$ cat config.mk
export PLATFORM = sky130hd
export DESIGN_NAME = mmio_ata_bridge
export DESIGN_NICKNAME = d
export VERILOG_FILES = /design/src/rtl/ata_bridge_pkg.sv /design/src/rtl/ata_index_decode.sv /design/src/rtl/ata_lane_swap.sv /design/src/rtl/ata_read_mux.sv /design/src/rtl/mmio_ata_bridge.sv
export SDC_FILE = /design/constraint.sdc
export NUM_CORES = 1
export LEC_CHECK = 0
export BUFFER_PORTS_ARGS = -buffer_cell sky130_fd_sc_hd__clkbuf_2
export CORE_MARGIN = 3
export CORE_UTILIZATION = 40
export CTS_CLUSTER_SIZE = 12
export DETAILED_ROUTE_END_ITERATION = 16
export GPL_ROUTABILITY_DRIVEN = 0
export GPL_TIMING_DRIVEN = 0
export PLACE_DENSITY = 0.84
export SETUP_SLACK_MARGIN = 0.2
export SYNTH_ARGS = -nofsm -noshare
export SYNTH_HDL_FRONTEND = slang
export SYNTH_SLANG_ARGS = --single-unit
$ cat constraint.sdc
create_clock -name clk -period 5.85 [get_ports clk]
set_input_delay 1.17 -clock clk [delete_from_list [all_inputs] [get_ports clk]]
set_output_delay 1.17 -clock clk [all_outputs]
set_load 0.03 [all_outputs]
$ cat src/rtl/ata_bridge_pkg.sv
package ata_bridge_pkg;

  typedef enum logic [1:0] {
    ACC_BYTE = 2'd0,
    ACC_HALF = 2'd1,
    ACC_WORD = 2'd2,
    ACC_RSVD = 2'd3
  } acc_size_e;

  typedef enum logic [1:0] {
    TGT_NONE = 2'd0,
    TGT_TASK = 2'd1,
    TGT_CTRL = 2'd2,
    TGT_DATA = 2'd3
  } target_e;

  // All-ones fill for a read that maps to nothing, sized to the access.
  function automatic logic [31:0] miss_fill(input acc_size_e sz);
    case (sz)
      ACC_BYTE: miss_fill = 32'h0000_00FF;
      ACC_HALF: miss_fill = 32'h0000_FFFF;
      default:  miss_fill = 32'hFFFF_FFFF;
    endcase
  endfunction

endpackage

$ cat src/rtl/ata_index_decode.sv
module ata_index_decode
  import ata_bridge_pkg::*;
#(
  parameter int WIN_W     = 12,
  parameter int REG_SHIFT = 4,
  parameter int TF_FIRST  = 1,
  parameter int TF_LAST   = 7,
  parameter int CTL_IDX_A = 8,
  parameter int CTL_IDX_B = 22,
  parameter int DATA_IDX  = 0
) (
  input  logic [WIN_W-1:0] win_addr,
  input  acc_size_e        size,
  output target_e          target,
  output logic [2:0]       tf_num
);
  localparam int IDX_W = WIN_W - REG_SHIFT;

  logic [IDX_W-1:0] idx;
  logic [REG_SHIFT-1:0] unused_offs;

  assign idx         = win_addr[WIN_W-1:REG_SHIFT];
  assign unused_offs = win_addr[REG_SHIFT-1:0];
  assign tf_num      = idx[2:0];

  always_comb begin
    target = TGT_NONE;
    case (size)
      ACC_BYTE: begin
        if (idx >= IDX_W'(TF_FIRST) && idx <= IDX_W'(TF_LAST))
          target = TGT_TASK;
        else if (idx == IDX_W'(CTL_IDX_A) || idx == IDX_W'(CTL_IDX_B))
          target = TGT_CTRL;
      end
      ACC_HALF, ACC_WORD: begin
        if (idx == IDX_W'(DATA_IDX))
          target = TGT_DATA;
      end
      default: target = TGT_NONE;
    endcase
  end

endmodule

$ cat src/rtl/ata_lane_swap.sv
module ata_lane_swap
  import ata_bridge_pkg::*;
#(
  parameter int DATA_W = 32
) (
  input  logic [DATA_W-1:0] din,
  input  acc_size_e         size,
  output logic [DATA_W-1:0] dout
);
  localparam int NB    = DATA_W / 8;
  localparam int PAD_H = DATA_W - 16;
  localparam int PAD_B = DATA_W - 8;

  logic [DATA_W-1:0] word_sw;
  logic [15:0]       half_sw;

  for (genvar k = 0; k < NB; k++) begin : g_word
    assign word_sw[8*k +: 8] = din[8*(NB-1-k) +: 8];
  end

  for (genvar k = 0; k < 2; k++) begin : g_half
    assign half_sw[8*k +: 8] = din[8*(1-k) +: 8];
  end

  always_comb begin
    case (size)
      ACC_WORD: dout = word_sw;
      ACC_HALF: dout = {{PAD_H{1'b0}}, half_sw};
      default:  dout = {{PAD_B{1'b0}}, din[7:0]};
    endcase
  end

endmodule

$ cat src/rtl/ata_read_mux.sv
module ata_read_mux
  import ata_bridge_pkg::*;
#(
  parameter int DATA_W = 32
) (
  input  target_e           target,
  input  acc_size_e         size,
  input  logic [7:0]        tf_byte,
  input  logic [7:0]        alt_byte,
  input  logic [DATA_W-1:0] dp_swapped,
  output logic [DATA_W-1:0] rd_next
);
  localparam int PAD_B = DATA_W - 8;

  always_comb begin
    case (target)
      TGT_TASK: rd_next = {{PAD_B{1'b0}}, tf_byte};
      TGT_CTRL: rd_next = {{PAD_B{1'b0}}, alt_byte};
      TGT_DATA: rd_next = dp_swapped;
      default:  rd_next = DATA_W'(miss_fill(size));
    endcase
  end

endmodule

$ cat src/rtl/mmio_ata_bridge.sv
module mmio_ata_bridge
  import ata_bridge_pkg::*;
#(
  parameter int HADDR_W   = 32,
  parameter int WIN_W     = 12,
  parameter int REG_SHIFT = 4,
  parameter int DATA_W    = 32
) (
  input  logic               clk,
  input  logic               rst,
  input  logic               host_req,
  input  logic               host_we,
  input  logic [1:0]         host_size,
  input  logic [HADDR_W-1:0] host_addr,
  input  logic [DATA_W-1:0]  host_wdata,
  output logic [DATA_W-1:0]  host_rdata,
  output logic               tf_wr_stb,
  output logic               tf_rd_stb,
  output logic [2:0]         tf_sel,
  output logic [7:0]         tf_wdata,
  input  logic [7:0]         tf_rdata,
  output logic               ctl_wr_stb,
  output logic [7:0]         ctl_wdata,
  output logic               alt_rd_stb,
  input  logic [7:0]         alt_rdata,
  output logic               dp_wr_stb,
  output logic               dp_rd_stb,
  output logic               dp_wide,
  output logic [DATA_W-1:0]  dp_wdata,
  input  logic [DATA_W-1:0]  dp_rdata
);
  acc_size_e         size;
  target_e           target;
  logic              acc_go;
  logic              acc_rd;
  logic              acc_wr;
  logic              acc_miss;
  logic [DATA_W-1:0] dp_rd_swapped;
  logic [DATA_W-1:0] rd_next;
  logic [HADDR_W-WIN_W-1:0] unused_hi;

  assign size      = acc_size_e'(host_size);
  assign unused_hi = host_addr[HADDR_W-1:WIN_W];

  ata_index_decode #(
    .WIN_W    (WIN_W),
    .REG_SHIFT(REG_SHIFT)
  ) u_dec (
    .win_addr(host_addr[WIN_W-1:0]),
    .size    (size),
    .target  (target),
    .tf_num  (tf_sel)
  );

  // Named access events used by the bound checker.
  assign acc_go   = host_req & ~rst;
  assign acc_rd   = acc_go & ~host_we;
  assign acc_wr   = acc_go & host_we;
  assign acc_miss = (target == TGT_NONE);

  assign tf_wr_stb  = acc_wr & (target == TGT_TASK);
  assign tf_rd_stb  = acc_rd & (target == TGT_TASK);
  assign ctl_wr_stb = acc_wr & (target == TGT_CTRL);
  assign alt_rd_stb = acc_rd & (target == TGT_CTRL);
  assign dp_wr_stb  = acc_wr & (target == TGT_DATA);
  assign dp_rd_stb  = acc_rd & (target == TGT_DATA);
  assign dp_wide    = (size == ACC_WORD);

  assign tf_wdata  = host_wdata[7:0];
  assign ctl_wdata = host_wdata[7:0];

  ata_lane_swap #(.DATA_W(DATA_W)) u_wswap (
    .din (host_wdata),
    .size(size),
    .dout(dp_wdata)
  );

  ata_lane_swap #(.DATA_W(DATA_W)) u_rswap (
    .din (dp_rdata),
    .size(size),
    .dout(dp_rd_swapped)
  );

  ata_read_mux #(.DATA_W(DATA_W)) u_rmux (
    .target    (target),
    .size      (size),
    .tf_byte   (tf_rdata),
    .alt_byte  (alt_rdata),
    .dp_swapped(dp_rd_swapped),
    .rd_next   (rd_next)
  );

  always_ff @(posedge clk) begin
    if (rst)
      host_rdata <= '0;
    else if (acc_rd)
      host_rdata <= rd_next;
  end

endmodule

After elaboration in Yosys (flattened, before gate mapping)
Cells that the tools add are included.

Order comparisons: 2. Equality and inequality tests: 7. Mux-type cells: 8. Bitwise logic cells: 11. Reductions and logical operators: 5.

Operators by type and width (number): 32-bit one-hot mux with 2 select lines (3); 32-bit one-hot mux with 3 select lines (1); 1-bit bitwise AND (9); 8-bit by 4-bit == test with 1-bit output (second input constant) (1); 8-bit by 5-bit == test with 1-bit output (second input constant) (1); 8-bit by 1-bit >= comparator with 1-bit output (second input constant) (1); 8-bit by 3-bit less-or-equal comparator with 1-bit output (second input constant) (1); 8-bit logical NOT (1); 2-bit == test (second input constant) (3); 2-bit 2-to-1 mux (3); 2-bit by 1-bit == test with 1-bit output (second input constant) (2); 2-bit one-hot mux with 2 select lines (1); 2-bit logical NOT (1); 1-bit inverter (2); 2-bit OR reduction (1); 1-bit logical AND (1); 1-bit logical OR (1).

Register bits after elaboration: 32. Input bits: 118. Word-level logic and storage cells: 34.

Depth between registers and ports, before layout
Gate-level depths: netlist (run 1).

Word-level depth: 7. Mapped depth: 9.

Cells and area by module
A second synthesis (run 1) with hierarchy kept.

Cell total of the unflattened synthesis: 381. Area total of the unflattened synthesis: 3116.7 um^2.

By module, submodules not included: mmio_ata_bridge (times used 1, cells each 172, area each 1670.4 um^2, sequential area each 640.6 um^2); ata_lane_swap (times used 2, cells each 68, area each 417.9 um^2, sequential area each 0.0 um^2); ata_read_mux (times used 1, cells each 53, area each 447.9 um^2, sequential area each 0.0 um^2); ata_index_decode (times used 1, cells each 20, area each 162.7 um^2, sequential area each 0.0 um^2).

Least setup slack after synthesis (run 1)
No wires, ideal clock.

Path type: input port to output port. Start point: input host_size[0]. End point: output dp_wdata[0]. Data arrival time: 2870 ps. Slack: 1810 ps. Stages on the path: 6. Cell sequence: inv_1 -> ha_1 -> clkbuf_1 -> buf_1 -> a22oi_1 -> a21oi_1.

Word-level cells in the longest chain between the ends: 2. Elaborated cells between the ends (all ways): 3. Classes of those cells: eq/ne (2); mux (1).

RTL lines: start: declaration (RTL line mmio_ata_bridge.sv:13) `input logic [1:0] host_size,`; 2-bit == test; net dp_wide (RTL line mmio_ata_bridge.sv:28) `output logic dp_wide,`; 32-bit one-hot mux with 2 select lines (RTL line ata_lane_swap.sv:26) `case (size)`; end: declaration (RTL line mmio_ata_bridge.sv:29) `output logic [DATA_W-1:0] dp_wdata,`.

The timed path passes the listed nets, and every way through them passes these cells.

Worst setup path in the final report (run 1)
Start point: input host_size[1]. End point: output dp_wdata[1].

Word-level cells in the longest chain between the ends: 2. Elaborated cells between the ends (all ways): 3. Classes of those cells: eq/ne (2); mux (1).

RTL lines (RTL line): 2-bit by 1-bit == test with 1-bit output / 2-bit == test (equally long branches) (ata_lane_swap.sv:26); 32-bit one-hot mux with 2 select lines (*) (ata_lane_swap.sv:26).

Every way passes the cells marked *; elsewhere a longest branch is shown, timed or not.

==> metrics.yaml, run 1 <==
clocking:
  numCtsBuffers: 5
  cts_resized: 0
  post-cts-setup-buffers: 0
  cts_buffer_depth: 2
  clk_pin_slew_ps: 60
  clock_tree.root_cell: "clkbuf_8"
  cts-hold-fix-buffers: 0
  cts_tree: "built"
  clk-insertion-delay-late_ps: 280
  cts_htree_levels: 2
  clock_sinks: 32
power:
  power_density_nw_per_um2: 202
  cellLeakagePower_nw: 1.66
  p_total_uw: 667
  vdd_drop_max_uv: 111
layout:
  final_common_cell: "clkbuf_2"
  drive_gt1_share_pct: 53.3
  largest_reg_flops: 32
  nets: 556
  largest_register: "host_rdata"
  area_delta_synth_final_pct: 50.3
  multi_input_comb_area_um2: 1290
  antenna_cells: 0
  register_area_um2: 641
  reg_top3: "host_rdata (32)"
  mostFrequentLayoutCells: "clkbuf_2 (183), dfxtp_1 (32), a22oi_1 (24), a21oi_1 (21), buf_4 (19)"
  fillers: 462
global_routing:
  antenna_found_initial: 0
  grt_pass1_wl_um: 12700
  grt_pass1_vias: 2735
  grt_use_total_pct: 24.7
  grt_max_degree: 11
  grt_remaining_overflow: 0
worst_setup_path:
  startpoint_type: "input pin"
  critPathArrivalTime_ps: 3120
  cp_max_fo: 10
  cp_data_required_time_ps: 4680
  timing.critical_path.to_type: "primary output"
  critPathKind: "in2out"
logic_synthesis:
  synth_nets: 365
  synth_warnings: 0
  netlist.area_leader.share_pct: 29.2
  synth_edf_count: 0
  synth_ff_type: "dfxtp_1"
  netlist_area_um2: 2200
  synthCells: 242
  syn_area_per_cell_um2: 9.07
  async_flop_share_pct: 0
  synth_largest_area_cell: "dfxtp_1"
  synth-seq-cells: 32
  ys_types: 42
  netlist_top_cells_area: "dfxtp_1 (29%), a22oi_1 (8.2%), buf_4 (6.5%)"
  synth.yosys.seq_area_share_pct: 29.2
worst_hold_path:
  hp-class: "reg2reg"
drt:
  drtIter0Drc: 109
  num_vias: 2767
  dr.pass1.iters: 5
  wl_per_cell_um: 16.5
  vias_per_cell: 5.50
  drt_wl_total_um: 8310
  ant_nets: 0
  remaining_drc_errors: 0
sta:
  skew_ps: 0
  worst_slew_pin_slew_ps: 831
  fmax_mhz: 233
  setup_viol: 0
  rsz0062_at_grt: "false"
  slew_viol_final: 0
  fin_crit_ps: 4290
  finalSetupTns_ps: 0
  finalCritPeriodShare_pct: 73.3
  maxSlewHeadroom_pct: 44.4
  hold_viol: 0
die:
  die_area_um2: 6410
  die_w_um: 80.1
  start_util_pct: 42.2
  die_h_um: 80.1
  pin_count: 208
  core-area_um2: 5200
  num_rows: 26
placement:
  io_buffers: 183
  hpwlAfterDp_um: 6600
run_status:
  status: "finished, final reports clean"
job:
  maxCapViolations: 0
synth_stat cells, types with 2 or more instances:
master    count
a221o_2      10
a22oi_1      24
nor2_1       11
nor3b_1       2
a22o_1       16
o21ai_0       3
a32o_1        8
nor3_1        2
buf_4        19
nor2b_1       9
buf_1         3
or3_1         2
a221o_1      14
a21oi_1      21
clkbuf_1     15
and2_1       18
buf_2         2
a211oi_1      2
inv_1         3
dfxtp_1      32
ha_1          5
worst max-delay path, cell delays in order:
cell,delay [ps]
clkbuf_2,110
inv_1,90
ha_1,300
clkbuf_1,450
buf_1,400
a22oi_1,170
a21oi_1,180
clkbuf_2,230
per-stage QoR:
step | utilization [%] | setup WS (ps) | std cells | cell area, um^2 | hold slack (ps)
after floorplan | - | 1810 | 242 | 2200 | 634
after global placement | 61.5 | 1270 | 495 | 3200 | 471
after detailed placement | 61.6 | 1550 | 496 | 3200 | 473
after CTS | 63.4 | 1550 | 503 | 3300 | 490
after global routing | 63.4 | 1370 | 503 | 3300 | 513
final | 63.4 | 1560 | 503 | 3300 | 491
metal layers:
layer  GRT usage (%)  routed length, um  up-vias
li1                -                  -     1322
met1            31.2               3360     1281
met3            3.48                640       18
met5               0                  0        -
met4            9.12                144        0
met2            42.5               4160      146
final timing paths:
check                  from              to  slack, ps  depth (start not counted)
min reg2reg  host_rdata[25]  host_rdata[25]        490                          1
min          host_rdata[25]  host_rdata[25]        490                          1
max reg2reg  host_rdata[23]  host_rdata[23]       5080                          1
max            host_size[1]     dp_wdata[1]       1560                          8
cells by family after synthesis:
group,share of synthesized area [%]
buf+inv,12.0
fa+ha+maj,2.85
compound gates,38.8
simple gates,17.2
flops,29.2
cell type report:
cell class,instances,share of cell area [%]
plain buffers,41,7.62
clock buffers,7,2.92
inverters,3,0.341
multi-input cells,166,39.2
flip-flops and latches,32,19.4
well taps,70,2.65
repair buffers,184,27.9
power breakdown:
group          internal [mW]  switching [mW]
clock                  0.105          0.0752
sequential             0.233         0.00831
combinational         0.0904           0.155
Power figures use the tool's default switching activity.
==> run 2: changes to the inputs <==
--- a/config.mk
+++ b/config.mk
@@ -5,14 +5,15 @@
 export SDC_FILE = /design/constraint.sdc
 export NUM_CORES = 1
 export LEC_CHECK = 0
+export ABC_AREA = 1
 export BUFFER_PORTS_ARGS = -buffer_cell sky130_fd_sc_hd__clkbuf_2
 export CORE_MARGIN = 3
-export CORE_UTILIZATION = 40
+export CORE_UTILIZATION = 41
 export CTS_CLUSTER_SIZE = 12
 export DETAILED_ROUTE_END_ITERATION = 16
 export GPL_ROUTABILITY_DRIVEN = 0
 export GPL_TIMING_DRIVEN = 0
-export PLACE_DENSITY = 0.84
+export PLACE_DENSITY = 0.79
 export SETUP_SLACK_MARGIN = 0.2
 export SYNTH_ARGS = -nofsm -noshare
 export SYNTH_HDL_FRONTEND = slang
==> constraint.sdc (replaced) <==
create_clock -name clk -period 4.3 [get_ports clk]
set_input_delay 0.86 -clock clk [delete_from_list [all_inputs] [get_ports clk]]
set_output_delay 0.86 -clock clk [all_outputs]
set_load 0.03 [all_outputs]
==> run 2 against run 1 <==
Sequential power rose by 39%; final cell count rose by 47%; die area rose by 20%; largest cell class unchanged; critical path type unchanged; clock power rose by 19%; non-clock buffer count rose by 2; core utilization fell by 3.6 points; clock-buffer cell count fell by 1.
==> metrics.yaml, run 2 <==
power:
  p_comb_share_pct: 40.3  # +3.5 points
  seqPwrFrac_pct: 36.5  # +0.3 points
  p_int_uw: 552  # +29%
  p_sw_uw: 367  # +54%
  power_frac_clock_pct: 23.3  # -3.7 points
  swShare_pct: 40.0  # +4.2 points
  vdd_drop_max_uv: 179  # +61%
  cellLeakagePower_nw: 2.36  # +42%
  p_total_uw: 919  # +38%
  power_density_nw_per_um2: 241  # +19%
logic_synthesis:
  syn_area_per_cell_um2: 5.77  # -36%
  yosys.cell_count.top_type: "nand2_1"
  synth_ff_type: "dfxtp_1"
  synth_warnings: 0  # unchanged
  ys_types: 24  # -43%
  synth_largest_area_cell: "nand2_1"
  async_flop_share_pct: 0  # unchanged
  synth-seq-cells: 32  # unchanged
  synth.yosys.seq_area_share_pct: 23.5  # -5.7 points
  netlist_top_cells_area: "nand2_1 (25%), dfxtp_1 (23%), inv_1 (9.1%)"
  synth_nets: 596  # +63%
  netlist_area_um2: 2730  # +24%
  synth_edf_count: 0  # unchanged
  synth_common_cells: "nand2_1 (179), inv_1 (66), nor2_1 (33), dfxtp_1 (32), a21oi_1 (29)"
  netlist.area_leader.share_pct: 24.6  # -4.6 points
  synthCells: 473  # +95%
placement:
  hpwlAfterDp_um: 7970  # +21%
  post-place-ws_ps: 545  # -1010 ps
  io_buffers: 183  # unchanged
drt:
  drtIter0Drc: 265  # +140%
  drt_wl_total_um: 9770  # +18%
  vias_per_cell: 4.94  # -10%
  dr.pass1.iters: 5  # unchanged
  ant_nets: 0  # unchanged
  num_vias: 3657  # +32%
  remaining_drc_errors: 0  # unchanged
  wl_per_cell_um: 13.2  # -20%
layout:
  drive_gt1_share_pct: 37.0  # -16 points
  final_common_cell: "clkbuf_2"
  antenna_cells: 0  # unchanged
  reg_top3: "host_rdata (32)"
  area_delta_synth_final_pct: 39.9
  nets: 786  # +41%
  largest_register: "host_rdata"
  fillers: 641  # +39%
  largest_reg_flops: 32  # unchanged
  mostFrequentLayoutCells: "clkbuf_2 (183), nand2_1 (179), inv_1 (66), nor2_1 (33), dfxtp_1 (32)"
sta:
  skew_ps: 0  # unchanged
  fin_crit_ps: 3770
  rsz0062_at_grt: "false"
  finalCritPeriodShare_pct: 87.6
  hold_viol: 0  # unchanged
  slew_viol_final: 0  # unchanged
  fmax_mhz: 265
  finalSetupTns_ps: 0  # unchanged
  setup_viol: 0  # unchanged
  setup_slack_ps: 533  # -1030 ps
  maxSlewHeadroom_pct: 61.2  # +17 points
  worst_slew_pin_slew_ps: 581  # -250 ps
clocking:
  cts-hold-fix-buffers: 0  # unchanged
  clock_sinks: 32  # unchanged
  clock_tree.root_cell: "clkbuf_8"
  cts_buffer_depth: 2  # unchanged
  numCtsBuffers: 5  # unchanged
  clk_pin_slew_ps: 70  # about the same
  cts_htree_levels: 2  # unchanged
  clk-insertion-delay-late_ps: 280  # about the same
  cts_tree: "built"
  post-cts-setup-buffers: 0  # unchanged
  cts_resized: 0  # unchanged
worst_setup_path:
  critPathArrivalTime_ps: 2910  # -210 ps
  crit_chain: "clkbuf_2 -> inv_1 -> ha_1 -> clkbuf_1 -> buf_2 -> buf_1 -> nand2_1 -> inv_1 -> clkbuf_2"
  r2r_start: "host_rdata[4]"
  startpoint: "host_size[0]"
  r2r-end: "host_rdata[4]"
  cp_data_required_time_ps: 3440  # -1240 ps
  startpoint_type: "input pin"
  r2r_setup_slack_ps: 3620  # -1460 ps
  cp_slowest_stage_delay_ps: 480  # +30 ps
  timing.critical_path.to_type: "primary output"
  cp_max_fo: 10  # unchanged
  worst_r2r_path_depth: 4  # +3
  critPathKind: "in2out"
  crit_slowest_cell: "buf_1"
die:
  core-area_um2: 6390  # +23%
  start_util_pct: 42.8  # +0.56 points
  num_rows: 29  # +12%
  die_h_um: 87.6  # +9.4%
  pin_count: 208  # unchanged
  die_area_um2: 7670  # +20%
  die_w_um: 87.6  # +9.4%
worst_hold_path:
  whs_endpoint: "host_rdata[5]"
  worstHoldStart: "host_rdata[5]"
  hp-class: "reg2reg"
  holdPathStages: 2  # +1
global_routing:
  grt_max_degree: 11  # unchanged
  grt_pass1_wl_um: 15200  # +20%
  grt_pass1_vias: 3392  # +24%
  grt_use_total_pct: 24.7  # about the same
  grt_remaining_overflow: 0  # unchanged
  antenna_found_initial: 0  # unchanged
job:
  maxCapViolations: 0  # unchanged
run_status:
  status: "finished, final reports clean"
-- run 2: changes by cell type in the layout (fill, tap and decap cells not counted), sizes merged, moves of 18 or more --
cell,delta
nand2,+186
inv,+69
nand3,+34
nor2,+26
a221o,-24
a22oi,-24
and2,-18
-- run 2: kinds of logic after synthesis --
logic type,after synthesis,synth area share (%)
buffers and inverters,116,19.7
and+or+nand+nor,276,45.7
adders and majority gates,5,2.29
DFF,32,23.5
AOI/OAI and AO/OA,44,8.85
-- run 2: layer usage --
layer  global-route usage, %  vias up  share of wire, %
met2                    44.1      193                49
li1                        -     1809                 -
met3                    4.99       25                10
met1                    30.0     1630                39
met4                    6.56        0               2.0
met5                       0        -                 0
-- run 2: worst max-delay path by stage --
stage,end,slack (ps),depth (start not counted)
2_1_floorplan,dp_wdata[2],820,7
3_3_place_gp,dp_wdata[22],650,9
3_5_place_dp,dp_wdata[27],540,9
4_1_cts,dp_wdata[28],540,9
5_1_grt,dp_wdata[27],310,9
6_report,dp_wdata[28],530,9
-- run 2: metrics by stage --
| step | std cells | util [%] | cell area [um^2] | hold WS, ps |
|---|---|---|---|---|
| 6_report | 740 | 59.8 | 3820 | 472 |
| 5_1_grt | 740 | 59.8 | 3820 | 495 |
| 4_1_cts | 740 | 59.8 | 3820 | 473 |
| 3_5_place_dp | 733 | 58.6 | 3740 | 464 |
| 3_3_place_gp | 733 | 58.6 | 3740 | 451 |
| 2_1_floorplan | 473 | - | 2730 | 593 |
-- run 2: critical path: cells and delay by family --
kind | cells | cell delay, ps
buffers and inverters | 7 | 1660
adder cells (fa/ha/maj) | 1 | 260
AND/OR/NAND/NOR | 1 | 110
-- run 2: layout make-up --
cell class / instances / area (um^2) / share of cell area [%]
inverters: 72 / 273 / 7.14
flip-flops and latches: 32 / 641 / 16.8
repair buffers: 183 / 916 / 24.0
clock inverters: 1 / 5.00 / 0.131
plain buffers: 44 / 265 / 6.94
multi-input cells: 325 / 1550 / 40.6
clock buffers: 6 / 72.6 / 1.90
well taps: 77 / 96.3 / 2.52
-- run 2: power groups by stage --
stage | clock network [mW] | registers (mW) | logic, mW
after floorplan | 0 | 0.388 | 0.186
after global placement | 0 | 0.340 | 0.364
after detailed placement | 0 | 0.341 | 0.369
after CTS | 0.217 | 0.335 | 0.370
after global routing | 0.228 | 0.337 | 0.402
final | 0.214 | 0.335 | 0.370
